--- src/rtl/dsk_irq_pkg.sv ---
`timescale 1ns/1ps
package dsk_irq_pkg;
    localparam int DATA_W = 32;
    localparam int ADDR_W = 2 * DATA_W;
    localparam int IDX_W  = 3;
    localparam int NSRC   = 2;
    localparam int SRC_DEV = 0;
    localparam int SRC_BUS = 1;

    typedef enum logic [IDX_W-1:0] {
        WIN_ERR_LO = 3'd0,
        WIN_ERR_HI = 3'd1,
        WIN_STATUS = 3'd3,
        WIN_ENABLE = 3'd5,
        WIN_CLEAR  = 3'd7
    } win_idx_e;

    typedef struct packed {
        logic [NSRC-1:0] set;
        logic [NSRC-1:0] clr;
    } src_ctl_t;

    function automatic logic [DATA_W-1:0] zext_src(input logic [NSRC-1:0] v);
        return {{(DATA_W-NSRC){1'b0}}, v};
    endfunction
endpackage

--- src/rtl/dsk_irq_latch.sv ---
`timescale 1ns/1ps
module dsk_irq_latch
    import dsk_irq_pkg::*;
#(
    parameter int N = NSRC
) (
    input  logic         clk,
    input  logic         rst,
    input  logic [N-1:0] evt,
    input  logic [N-1:0] clr,
    output logic [N-1:0] stat
);
    genvar i;
    generate
        for (i = 0; i < N; i++) begin : g_bit
            logic flag_q;
            always_ff @(posedge clk) begin
                if (rst)
                    flag_q <= 1'b0;
                else if (evt[i])
                    flag_q <= 1'b1;
                else if (clr[i])
                    flag_q <= 1'b0;
            end
            assign stat[i] = flag_q;


            evt_sets_flag_chk: assert property (@(posedge clk) disable iff (rst)
                evt[i] |=> stat[i]);

            clr_drops_flag_chk: assert property (@(posedge clk) disable iff (rst)
                (clr[i] && !evt[i]) |=> !stat[i]);
        end
    endgenerate
endmodule

--- src/rtl/dsk_irq_errcap.sv ---
`timescale 1ns/1ps
module dsk_irq_errcap
    import dsk_irq_pkg::*;
#(
    parameter int AW = ADDR_W
) (
    input  logic          clk,
    input  logic          rst,
    input  logic          err_evt,
    input  logic          err_flag,
    input  logic [AW-1:0] err_addr,
    output logic [AW-1:0] addr_q
);
    logic first_err;
    assign first_err = err_evt && !err_flag;

    always_ff @(posedge clk) begin
        if (rst)
            addr_q <= '0;
        else if (first_err)
            addr_q <= err_addr;
    end


    addr_hold_chk: assert property (@(posedge clk) disable iff (rst)
        (err_flag && $past(err_flag)) |-> $stable(addr_q));
endmodule

--- src/rtl/dsk_irq_regs.sv ---
`timescale 1ns/1ps
module dsk_irq_regs
    import dsk_irq_pkg::*;
(
    input  logic              clk,
    input  logic              rst,
    input  logic [IDX_W-1:0]  sel,
    input  logic              wr,
    input  logic [DATA_W-1:0] wdata,
    input  logic [NSRC-1:0]   stat,
    input  logic [ADDR_W-1:0] err_addr_q,
    output logic [NSRC-1:0]   en_q,
    output logic [NSRC-1:0]   wr_clr,
    output logic [DATA_W-1:0] rdata
);
    logic hit_en, hit_clr;
    assign hit_en  = wr && (sel == WIN_ENABLE);
    assign hit_clr = wr && (sel == WIN_CLEAR);
    assign wr_clr  = hit_clr ? wdata[NSRC-1:0] : '0;

    always_ff @(posedge clk) begin
        if (rst)
            en_q <= '0;
        else if (hit_en)
            en_q <= wdata[NSRC-1:0];
    end

    always_comb begin
        unique case (sel)
            WIN_ERR_LO: rdata = err_addr_q[DATA_W-1:0];
            WIN_ERR_HI: rdata = err_addr_q[ADDR_W-1:DATA_W];
            WIN_STATUS: rdata = zext_src(stat);
            WIN_ENABLE: rdata = zext_src(en_q);
            default:    rdata = '0;
        endcase
    end


    en_load_chk: assert property (@(posedge clk) disable iff (rst)
        hit_en |=> (en_q == $past(wdata[NSRC-1:0])));
endmodule

--- src/rtl/dsk_irq_ctrl.sv ---
`timescale 1ns/1ps
module dsk_irq_ctrl
    import dsk_irq_pkg::*;
(
    input  logic              clk,
    input  logic              rst,
    input  logic [IDX_W-1:0]  host_sel,
    input  logic              host_wr,
    input  logic [DATA_W-1:0] host_wdata,
    output logic [DATA_W-1:0] host_rdata,
    input  logic              dev_done_evt,
    input  logic              bus_err_evt,
    input  logic [ADDR_W-1:0] bus_err_addr,
    input  logic              drv_stat_rd,
    input  logic              drv_busy,
    output logic              irq
);
    src_ctl_t          ctl;
    logic [NSRC-1:0]   stat, en_q, wr_clr;
    logic [ADDR_W-1:0] addr_q;
    logic              drv_ack, irq_q;

    assign drv_ack = drv_stat_rd && !drv_busy;

    always_comb begin
        ctl.set          = '0;
        ctl.set[SRC_DEV] = dev_done_evt;
        ctl.set[SRC_BUS] = bus_err_evt;
        ctl.clr          = wr_clr;
        ctl.clr[SRC_DEV] = wr_clr[SRC_DEV] | drv_ack;
    end

    dsk_irq_latch #(.N(NSRC)) u_latch (
        .clk(clk), .rst(rst), .evt(ctl.set), .clr(ctl.clr), .stat(stat)
    );

    dsk_irq_errcap #(.AW(ADDR_W)) u_errcap (
        .clk(clk), .rst(rst), .err_evt(bus_err_evt), .err_flag(stat[SRC_BUS]),
        .err_addr(bus_err_addr), .addr_q(addr_q)
    );

    dsk_irq_regs u_regs (
        .clk(clk), .rst(rst), .sel(host_sel), .wr(host_wr), .wdata(host_wdata),
        .stat(stat), .err_addr_q(addr_q), .en_q(en_q), .wr_clr(wr_clr),
        .rdata(host_rdata)
    );

    always_ff @(posedge clk) begin
        if (rst)
            irq_q <= 1'b0;
        else
            irq_q <= |(stat & en_q);
    end
    assign irq = irq_q;


    irq_source_chk: assert property (@(posedge clk) disable iff (rst)
        $rose(irq) |-> $past(|(stat & en_q)));

    drv_ack_chk: assert property (@(posedge clk) disable iff (rst)
        (drv_ack && !dev_done_evt) |=> !stat[SRC_DEV]);

    drv_ack_keeps_bus_chk: assert property (@(posedge clk) disable iff (rst)
        (stat[SRC_BUS] && !host_wr && drv_stat_rd) |=> stat[SRC_BUS]);

    reset_quiet_chk: assert property (@(posedge clk)
        rst |=> (!irq && stat == '0 && en_q == '0));
endmodule

--- config.mk ---
export PLATFORM = sky130hd
export DESIGN_NAME = dsk_irq_ctrl
export DESIGN_NICKNAME = d
export VERILOG_FILES = /design/src/rtl/dsk_irq_pkg.sv /design/src/rtl/dsk_irq_latch.sv /design/src/rtl/dsk_irq_errcap.sv /design/src/rtl/dsk_irq_regs.sv /design/src/rtl/dsk_irq_ctrl.sv
export SDC_FILE = /design/constraint.sdc
export NUM_CORES = 1
export LEC_CHECK = 0
export BUFFER_PORTS_ARGS = -buffer_cell sky130_fd_sc_hd__buf_2
export CORE_MARGIN = 10
export CORE_UTILIZATION = 46
export CTS_CLUSTER_DIAMETER = 80
export CTS_CLUSTER_SIZE = 12
export DETAILED_ROUTE_END_ITERATION = 8
export PLACE_DENSITY_LB_ADDON = 0.3
export SLEW_MARGIN = 20
export SYNTH_ARGS = -nofsm -noshare
export SYNTH_HDL_FRONTEND = slang
export SYNTH_SLANG_ARGS = --single-unit
--- constraint.sdc ---
create_clock -name clk -period 1.4 [get_ports clk]
set_input_delay 0.21 -clock clk [delete_from_list [all_inputs] [get_ports clk]]
set_output_delay 0.21 -clock clk [all_outputs]
set_load 0.005 [all_outputs]
==> run summary, run 1 <==
layout cell share with drive strength beyond 1 -> 31.6%
H-tree depth -> 3
largest net degree at the start of global routing -> 70
synth warn -> 0
Cell Area, Synth -> 2870 um^2
flop2flop setup slack -> 220 ps
status -> complete, but fails checks
Peak VDD IR -> 0.662 mV
Final ANT Viol Nets -> 0
vias in the first global route -> 2650
fillcell total -> 554
Worst Path Required -> 1190 ps
FF+latch count, synth -> 69
Final Cycle Share -> 102%
# setup viols final -> 1
Worst-Skew Late Latency -> 320 ps
I/O pins -> 139
final slew viol count -> 0
final wirelength -> 7830 um
EDFF count, synth -> 0
fin crit period -> 1430 ps
failing checks -> setup timing
Hold Crit Depth -> 3
# placed instances -> 510
gr usage total -> 15.1%
Final WS setup -> -27.5 ps
final hold viol count -> 0
unrepaired setup endpoints after global routing -> true
Max Cap Violations -> 0
drc violations -> 0
critical path data arrival time -> 1220 ps
HP Class -> in -> reg
crit path launch type -> flip-flop
vias -> 2658
fmax -> 701 MHz
Die Area -> 9790 um^2
Die H -> 99.0 um
Max Root-Sink Buffers -> 2
syn nets -> 456
Mapped Avg Cell Area -> 8.19 um^2
share of the synthesized area in the top cell type -> 48.2%
hold buffer count at cts -> 0
antenna cells -> 0
Layout Cells excl Fill -> 530
met2 WL -> 3820 um
IO Port Bufs -> 108
first-pass GRT wire length -> 12600 um
Critical Setup Path Class -> reg -> out
first-iteration detailed-routing DRC count -> 153
CP endpoint kind -> primary output
clock transition at the registers of the reported paths -> 70 ps
most frequent cells after synthesis -> nand2_1, dfxtp_1, a21oi_1
Initial Utilization -> 47.9%
Die Span X -> 99.0 um
Congestion Overflow GR -> 0
library cells used by synthesis -> 24
Post-synth ARST share -> 0%
Num CTS Buffers -> 9
DR WL/cell -> 14.8 um
root buf cell -> clkbuf_8
top sig layer -> met4
CTS tree -> done
worst-margin pin slew -> 296 ps
Post-DP HPWL -> 5090 um
R2R depth -> 4
Synth area leaders -> dfxtp_1, nand2_1, a21oi_1, a22o_1, buf_6
synth-to-layout area growth -> 30.4%
cell area power density -> 1220 nW/um^2
NumNets Final -> 556
wire length on met1 -> 3440 um
row count -> 28
Worst Clk Skew -> 4.05 ps
Sink Count -> 69
initial antenna violation count -> 0
cell taking the most area after synthesis -> dfxtp_1
global placement routability congestion -> 0.751
First-pass DRT Iterations -> 4
post-synthesis sequential area ratio -> 48.2%
total leakage power -> 1.68 nW
Rel. slew slack -> 80.2%
count leader, synth -> nand2_1
Cells after Synth -> 350
worst slack at placement -> 52.1 ps
CORE AREA -> 5990 um^2
predominant post-synthesis flop cell -> dfxtp_1
vias per cell -> 5.02
Routed met3 length -> 531 um
CP Max Fanout -> 2
-- logic make-up after synthesis --
| group | Yosys count | synth area share (%) |
|---|---|---|
| simple gates | 146 | 20.7 |
| compound gates | 100 | 21.7 |
| flops | 69 | 48.2 |
| buf+inv | 31 | 7.98 |
| mux | 4 | 1.40 |
-- stage by stage --
stage	hold slack [ps]	utilization [%]	setup TNS (ps)	total power (W)	cell area [um^2]
6_report	116	62.4	-27.5	0.00455	3740
5_1_grt	106	62.4	-182	0.00477	3740
4_1_cts	101	61.1	-23.9	0.00458	3660
3_5_place_dp	447	57.0	0	0.00267	3410
3_3_place_gp	442	57.0	0	0.00265	3410
2_1_floorplan	346	-	0	0.00248	2870
-- worst paths after layout --
kind	start	to
max reg2reg	u_latch.g_bit[1].flag_q	u_errcap.addr_q[23]
min	bus_err_addr[60]	u_errcap.addr_q[60]
max	u_errcap.addr_q[1]	host_rdata[1]
min reg2reg	u_errcap.addr_q[50]	u_errcap.addr_q[50]
-- state kept, by name, indices dropped and copies added (netlist names) --
name and count:
irq 1, u_errcap.addr_q 64, u_regs.en_q 2, u_latch.g_bit.flag_q 2
-- cell type report --
class                           instances  area (um^2)  share of cell area [%]
Timing Repair Buffer                  119          727                    19.4
Multi-Input combinational cell        250         1280                    34.3
Sequential cell                        69         1390                    37.1
Tap cell                               75         93.8                    2.51
Clock inverter                          3         65.1                    1.74
Inverter                                1         3.75                   0.100
Clock buffer                           13          179                    4.79
-- cells in the final DEF (no fill, tap or decap), drive strengths merged, types with 2 or more instances in the layout --
| cell type | synthesis | final |
|---|---|---|
| nand3 | 2 | 2 |
| nand2 | 128 | 128 |
| buf | 24 | 116 |
| bufinv | 0 | 2 |
| dfxtp | 69 | 69 |
| nand2b | 2 | 2 |
| a22o | 32 | 32 |
| nor3 | 3 | 3 |
| a21oi | 65 | 65 |
| o21ai | 2 | 2 |
| mux2i | 4 | 4 |
| nor2 | 4 | 4 |
| clkbuf | 6 | 16 |
| nor3b | 4 | 4 |
-- critical path: stages, from the launching register on --
cell	delay (ps)
dfxtp_2	330
mux2i_2	170
o21ai_1	80
a22o_1	180
buf_2	130
-- metal layers --
metal	track usage [%]	vias to the layer above
met5	0	-
met4	5.18	0
met3	5.66	2
met2	24.3	68
met1	18.1	1208
li1	-	1380
-- where the power goes --
group | leakage (nW) | switching [W] | internal (W) | total [W]
logic | 0.990 | 0.000273 | 0.000239 | 0.000512
registers | 0.568 | 0.0000568 | 0.00207 | 0.00213
clock network | 0.126 | 0.000710 | 0.00120 | 0.00191
-- repair_timing --
action | 4_1_cts | 5_1_grt
endpoints found under the setup margin | 2 | 4
buffers inserted | 0 | 2
gates cloned | 0 | 2
resized for setup | 2 | 7
pin swaps | 0 | 0
(Power assumes the default switching activity.)
==> inputs of run 2 (changes only) <==
--- a/config.mk
+++ b/config.mk
@@ -6,8 +6,9 @@
 export NUM_CORES = 1
 export LEC_CHECK = 0
 export BUFFER_PORTS_ARGS = -buffer_cell sky130_fd_sc_hd__buf_2
+export CORE_ASPECT_RATIO = 1.2
 export CORE_MARGIN = 10
-export CORE_UTILIZATION = 46
+export CORE_UTILIZATION = 41
 export CTS_CLUSTER_DIAMETER = 80
 export CTS_CLUSTER_SIZE = 12
 export DETAILED_ROUTE_END_ITERATION = 8
==> constraint.sdc (replaced) <==
create_clock -name clk -period 1.2 [get_ports clk]
set_input_delay 0.18 -clock clk [delete_from_list [all_inputs] [get_ports clk]]
set_output_delay 0.18 -clock clk [all_outputs]
set_load 0.005 [all_outputs]
==> run summary, run 2 (synthesis results as in run 1) <==
status -> complete, but fails checks
failing checks -> setup timing
Largest register FFs -> 64
Die Area -> 10800 um^2
CTS tree -> done
clock transition at the registers of the reported paths -> 70 ps
Top reg by flops -> u_errcap.addr_q
Final Cycle Share -> 114%
Worst Path Required -> 1020 ps
vias -> 2716
Congestion Overflow GR -> 0
layout cell share with drive strength beyond 1 -> 31.5%
Max Cap Violations -> 0
Sink Count -> 69
hold buffer count at cts -> 0
drc violations -> 0
Peak VDD IR -> 0.732 mV
fmax -> 729 MHz
Final WS setup -> -173 ps
NumNets Final -> 563
global placement routability congestion -> 0.745
Initial Utilization -> 42.1%
H-tree depth -> 3
Crit path buffers/inverters -> 1
CORE AREA -> 6810 um^2
Regs by FF count -> u_errcap.addr_q: 64 flops, u_latch.g_bit.flag_q: 2 flops, u_regs.en_q: 2 flops
Crit path depth -> 4
vias per cell -> 4.97
largest net degree at the start of global routing -> 70
Num CTS Buffers -> 9
r2r endpoint -> u_errcap.addr_q[36]
CP endpoint kind -> primary output
Layout Cells excl Fill -> 547
Slowest-stage cell, CP -> dfxtp_2
vias in the first global route -> 2653
first-pass GRT wire length -> 12900 um
# placed instances -> 527
I/O pins -> 139
CP Max Fanout -> 2
unrepaired setup endpoints after global routing -> true
Final ANT Viol Nets -> 0
Worst-Skew Late Latency -> 330 ps
First-pass DRT Iterations -> 6
IO Port Bufs -> 108
row count -> 33
Worst Setup SP -> u_errcap.addr_q[33]
HP Class -> in -> reg
flop2flop setup slack -> 120 ps
gr usage total -> 15.0%
CP Capture Point -> host_rdata[1]
DR WL/cell -> 14.6 um
Max Root-Sink Buffers -> 2
Critical Setup Path Class -> reg -> out
commonest non-fill, non-tap cell in the layout -> nand2_1
antenna cells -> 0
commonest cells after routing, fill and taps aside -> nand2_1, buf_2, dfxtp_1, a21oi_1, a22o_1
Die Span X -> 96.3 um
crit path launch type -> flip-flop
Rel. slew slack -> 80.0%
final wirelength -> 8000 um
R2R depth -> 4
root buf cell -> clkbuf_8
cell area power density -> 1290 nW/um^2
Worst Clk Skew -> 3.66 ps
Die H -> 112 um
Post-DP HPWL -> 5270 um
initial antenna violation count -> 0
worst r2r src -> u_latch.g_bit[1].flag_q
Total Power -> 0.00491 W
total leakage power -> 1.71 nW
worst-margin pin slew -> 300 ps
synth-to-layout area growth -> 32.5%
final slew viol count -> 0
critical path data arrival time -> 1190 ps
final hold viol count -> 0
fin crit period -> 1370 ps
CP cell instances -> mux2i_1, o21ai_1, a22o_1, buf_2
CP max stage delay -> 320 ps
family with the most delay on the worst path -> flip-flops
first-iteration detailed-routing DRC count -> 176
# setup viols final -> 32
## run 2: report_power, final
group          internal, W  switching [W]  total (W)
registers          0.00242      0.0000653    0.00249
logic             0.000317       0.000327   0.000644
clock network     0.000992       0.000786    0.00178
total              0.00373        0.00118    0.00491
## run 2: what timing repair did
item                       in CTS  in global routing
gates resized for setup        19                  3
setup buffers                   6                  1
setup endpoints to repair      32                 32
pin swaps                       4                  8
cloned                          4                  0
## run 2: layout make-up
type                            count  area, um^2
Multi-Input combinational cell    250        1280
Fill cell                         668        3010
Clock buffer                       12         145
Timing Repair Buffer              126         841
Clock inverter                      2        35.0
Inverter                            1        3.75
Sequential cell                    69        1390
Tap cell                           87         109
## run 2: worst reg2reg max path, stage by stage (launching register included)
cell and delay (ps):
dfxtp_2 390, nand2b_2 200, buf_12 200, nand2_1 70, a21oi_1 160
## run 2: how the worst min path moves through the flow
stage	start	to	slack [ps]	cells after the start
6_report	bus_err_addr[44]	u_errcap.addr_q[44]	70	3
5_1_grt	bus_err_addr[44]	u_errcap.addr_q[44]	60	3
4_1_cts	bus_err_addr[23]	u_errcap.addr_q[23]	60	3
3_5_place_dp	bus_err_addr[35]	u_errcap.addr_q[35]	420	3
3_3_place_gp	bus_err_addr[35]	u_errcap.addr_q[35]	420	3
2_1_floorplan	bus_err_addr[0]	u_errcap.addr_q[0]	320	2
## run 2: metrics by stage
step | worst slack [ps] | area, um^2 | hold slack, ps | setup TNS [ps] | util [%]
detailed placement | -61.4 | 3490 | 424 | -993 | 51.3
global route | -266 | 3800 | 64.1 | -2450 | 55.8
floorplan | 137 | 2870 | 316 | 0 | -
CTS | -202 | 3890 | 57.6 | -2090 | 57.1
global placement | -38.2 | 3490 | 421 | -394 | 51.3
finish | -173 | 3800 | 74.8 | -750 | 55.8
## run 2: metal layers
layer	vias to the layer above	track usage (%)	share of wire (%)
met1	1241	18.2	41
met5	-	0	0
met3	9	4.03	7.9
met4	0	6.12	1.4
li1	1395	-	-
met2	71	24.1	50
==> inputs of run 3 (changes only) <==
--- a/config.mk
+++ b/config.mk
@@ -13,6 +13,7 @@
 export CTS_CLUSTER_SIZE = 12
 export DETAILED_ROUTE_END_ITERATION = 8
 export PLACE_DENSITY_LB_ADDON = 0.3
+export SETUP_SLACK_MARGIN = 0.05
 export SLEW_MARGIN = 20
 export SYNTH_ARGS = -nofsm -noshare
 export SYNTH_HDL_FRONTEND = slang
==> run summary, run 3 (synthesis results as in run 1) <==
status -> complete, but fails checks
failing checks -> setup timing
Die Area -> 10800 um^2
Worst Clk Skew -> 7.51 ps
critical path data arrival time -> 1190 ps
largest net degree at the start of global routing -> 70
P_sw -> 0.00120 W
Rel. slew slack -> 79.3%
layout cell share with drive strength beyond 1 -> 32.4%
Clk pwr share -> 35.7%
CORE AREA -> 6810 um^2
fin crit period -> 1370 ps
Final ANT Viol Nets -> 0
vias in the first global route -> 2653
first-pass GRT wire length -> 12900 um
Peak VDD IR -> 0.730 mV
first-iteration detailed-routing DRC count -> 156
CTS tree -> done
hold buffer count at cts -> 0
commonest cells after routing, fill and taps aside -> nand2_1, buf_2, dfxtp_1, a21oi_1, a22o_1
fmax -> 729 MHz
Slowest-stage cell, CP -> dfxtp_2
initial antenna violation count -> 0
Final Cycle Share -> 114%
final hold viol count -> 0
Worst-Skew Late Latency -> 330 ps
synth-to-layout area growth -> 37.9%
gr usage total -> 15.0%
final wirelength -> 8490 um
Regs by FF count -> u_errcap.addr_q: 64 flops, u_latch.g_bit.flag_q: 2 flops, u_regs.en_q: 2 flops
cell area power density -> 1260 nW/um^2
CP cell instances -> mux2i_1, o21ai_1, a22o_1, buf_2
Initial Utilization -> 42.1%
antenna cells -> 0
First-pass DRT Iterations -> 5
# setup viols final -> 32
root buf cell -> clkbuf_8
crit path launch type -> flip-flop
Die Span X -> 96.3 um
P_int -> 0.00377 W
unrepaired setup endpoints after global routing -> true
vias -> 2777
DR WL/cell -> 15.3 um
Congestion Overflow GR -> 0
Worst Path Required -> 1020 ps
commonest non-fill, non-tap cell in the layout -> nand2_1
total leakage power -> 1.78 nW
Die H -> 112 um
final instance area -> 3950 um^2
row count -> 33
global placement routability congestion -> 0.745
Combinational Power Share -> 14.3%
Post-DP HPWL -> 5270 um
fillcell total -> 659
drc violations -> 0
Largest register FFs -> 64
Max Root-Sink Buffers -> 2
IO Port Bufs -> 108
HP Class -> in -> reg
Total Power -> 0.00497 W
Num CTS Buffers -> 9
Sink Count -> 69
Max Cap Violations -> 0
switching share of total power -> 24.1%
CP Max Fanout -> 2
Critical Setup Path Class -> reg -> out
CP endpoint kind -> primary output
sequential fraction of design power -> 50.0%
CP max stage delay -> 320 ps
H-tree depth -> 3
NumNets Final -> 569
worst-margin pin slew -> 311 ps
final slew viol count -> 0
vias per cell -> 5.02
clock transition at the registers of the reported paths -> 70 ps
I/O pins -> 139
Cell Area, Placed -> 3490 um^2
Final WS setup -> -172 ps
Top reg by flops -> u_errcap.addr_q
Fin Setup TNS -> -862 ps
## run 3: through the flow
stage / worst slack, ps / instances / utilization (%) / hold slack, ps
4_1_cts: -202 / 551 / 57.1 / 57.6
5_1_grt: -267 / 553 / 58.0 / 62.5
6_report: -172 / 553 / 58.0 / 72.8
3_3_place_gp: -38.2 / 527 / 51.3 / 421
3_5_place_dp: -61.4 / 527 / 51.3 / 424
2_1_floorplan: 137 / 350 / - / 316
## run 3: worst max-delay path: cells and delay by family, from the launching register on
kind,cells,cell delay (ps)
buffers and inverters,1,130
multiplexers,1,160
AO/OA/AOI/OAI,2,250
flip-flops,1,320
## run 3: layout make-up
type                       count  area [um^2]  share of cell area, %
clock buffer                  12          145                   3.67
clock inverter                 2         35.0                  0.886
inverter                       1         3.75                 0.0949
multi-input combinational    250         1280                   32.5
sequential                    69         1390                   35.1
tap                           87          109                   2.75
timing repair buffer         132          988                   25.0
## run 3: what timing repair did
item | in CTS | in global routing
endpoints found under the setup margin | 41 | 45
cloned | 4 | 4
resized for setup | 19 | 5
setup buffers | 6 | 1
pin swaps | 4 | 21
## run 3: power by group through the flow
stage,clock (W),sequential (W),combinational [W]
after detailed placement,0,0.00254,0.000608
after CTS,0.00183,0.00249,0.000682
after global routing,0.00196,0.00250,0.000788
final,0.00178,0.00249,0.000709
after floorplan,0,0.00252,0.000375
after global placement,0,0.00253,0.000600
## run 3: final timing paths
path	endpoint	depth (start not counted)	slack, ps	from
worst max register to register	u_errcap.addr_q[14]	4	150	u_latch.g_bit[1].flag_q
worst min register to register	u_errcap.addr_q[42]	2	460	u_errcap.addr_q[42]
worst max-delay path	host_rdata[1]	4	-170	u_errcap.addr_q[33]
worst min-delay path	u_errcap.addr_q[23]	3	70	bus_err_addr[23]
## run 3: per-layer routing
layer | vias to the layer above | GRT usage, % | part of all wire [%]
met2 | 75 | 24.1 | 49
li1 | 1414 | - | -
met5 | - | 0 | 0
met3 | 5 | 4.03 | 7.1
met1 | 1283 | 18.2 | 43
met4 | 0 | 6.12 | 1.0
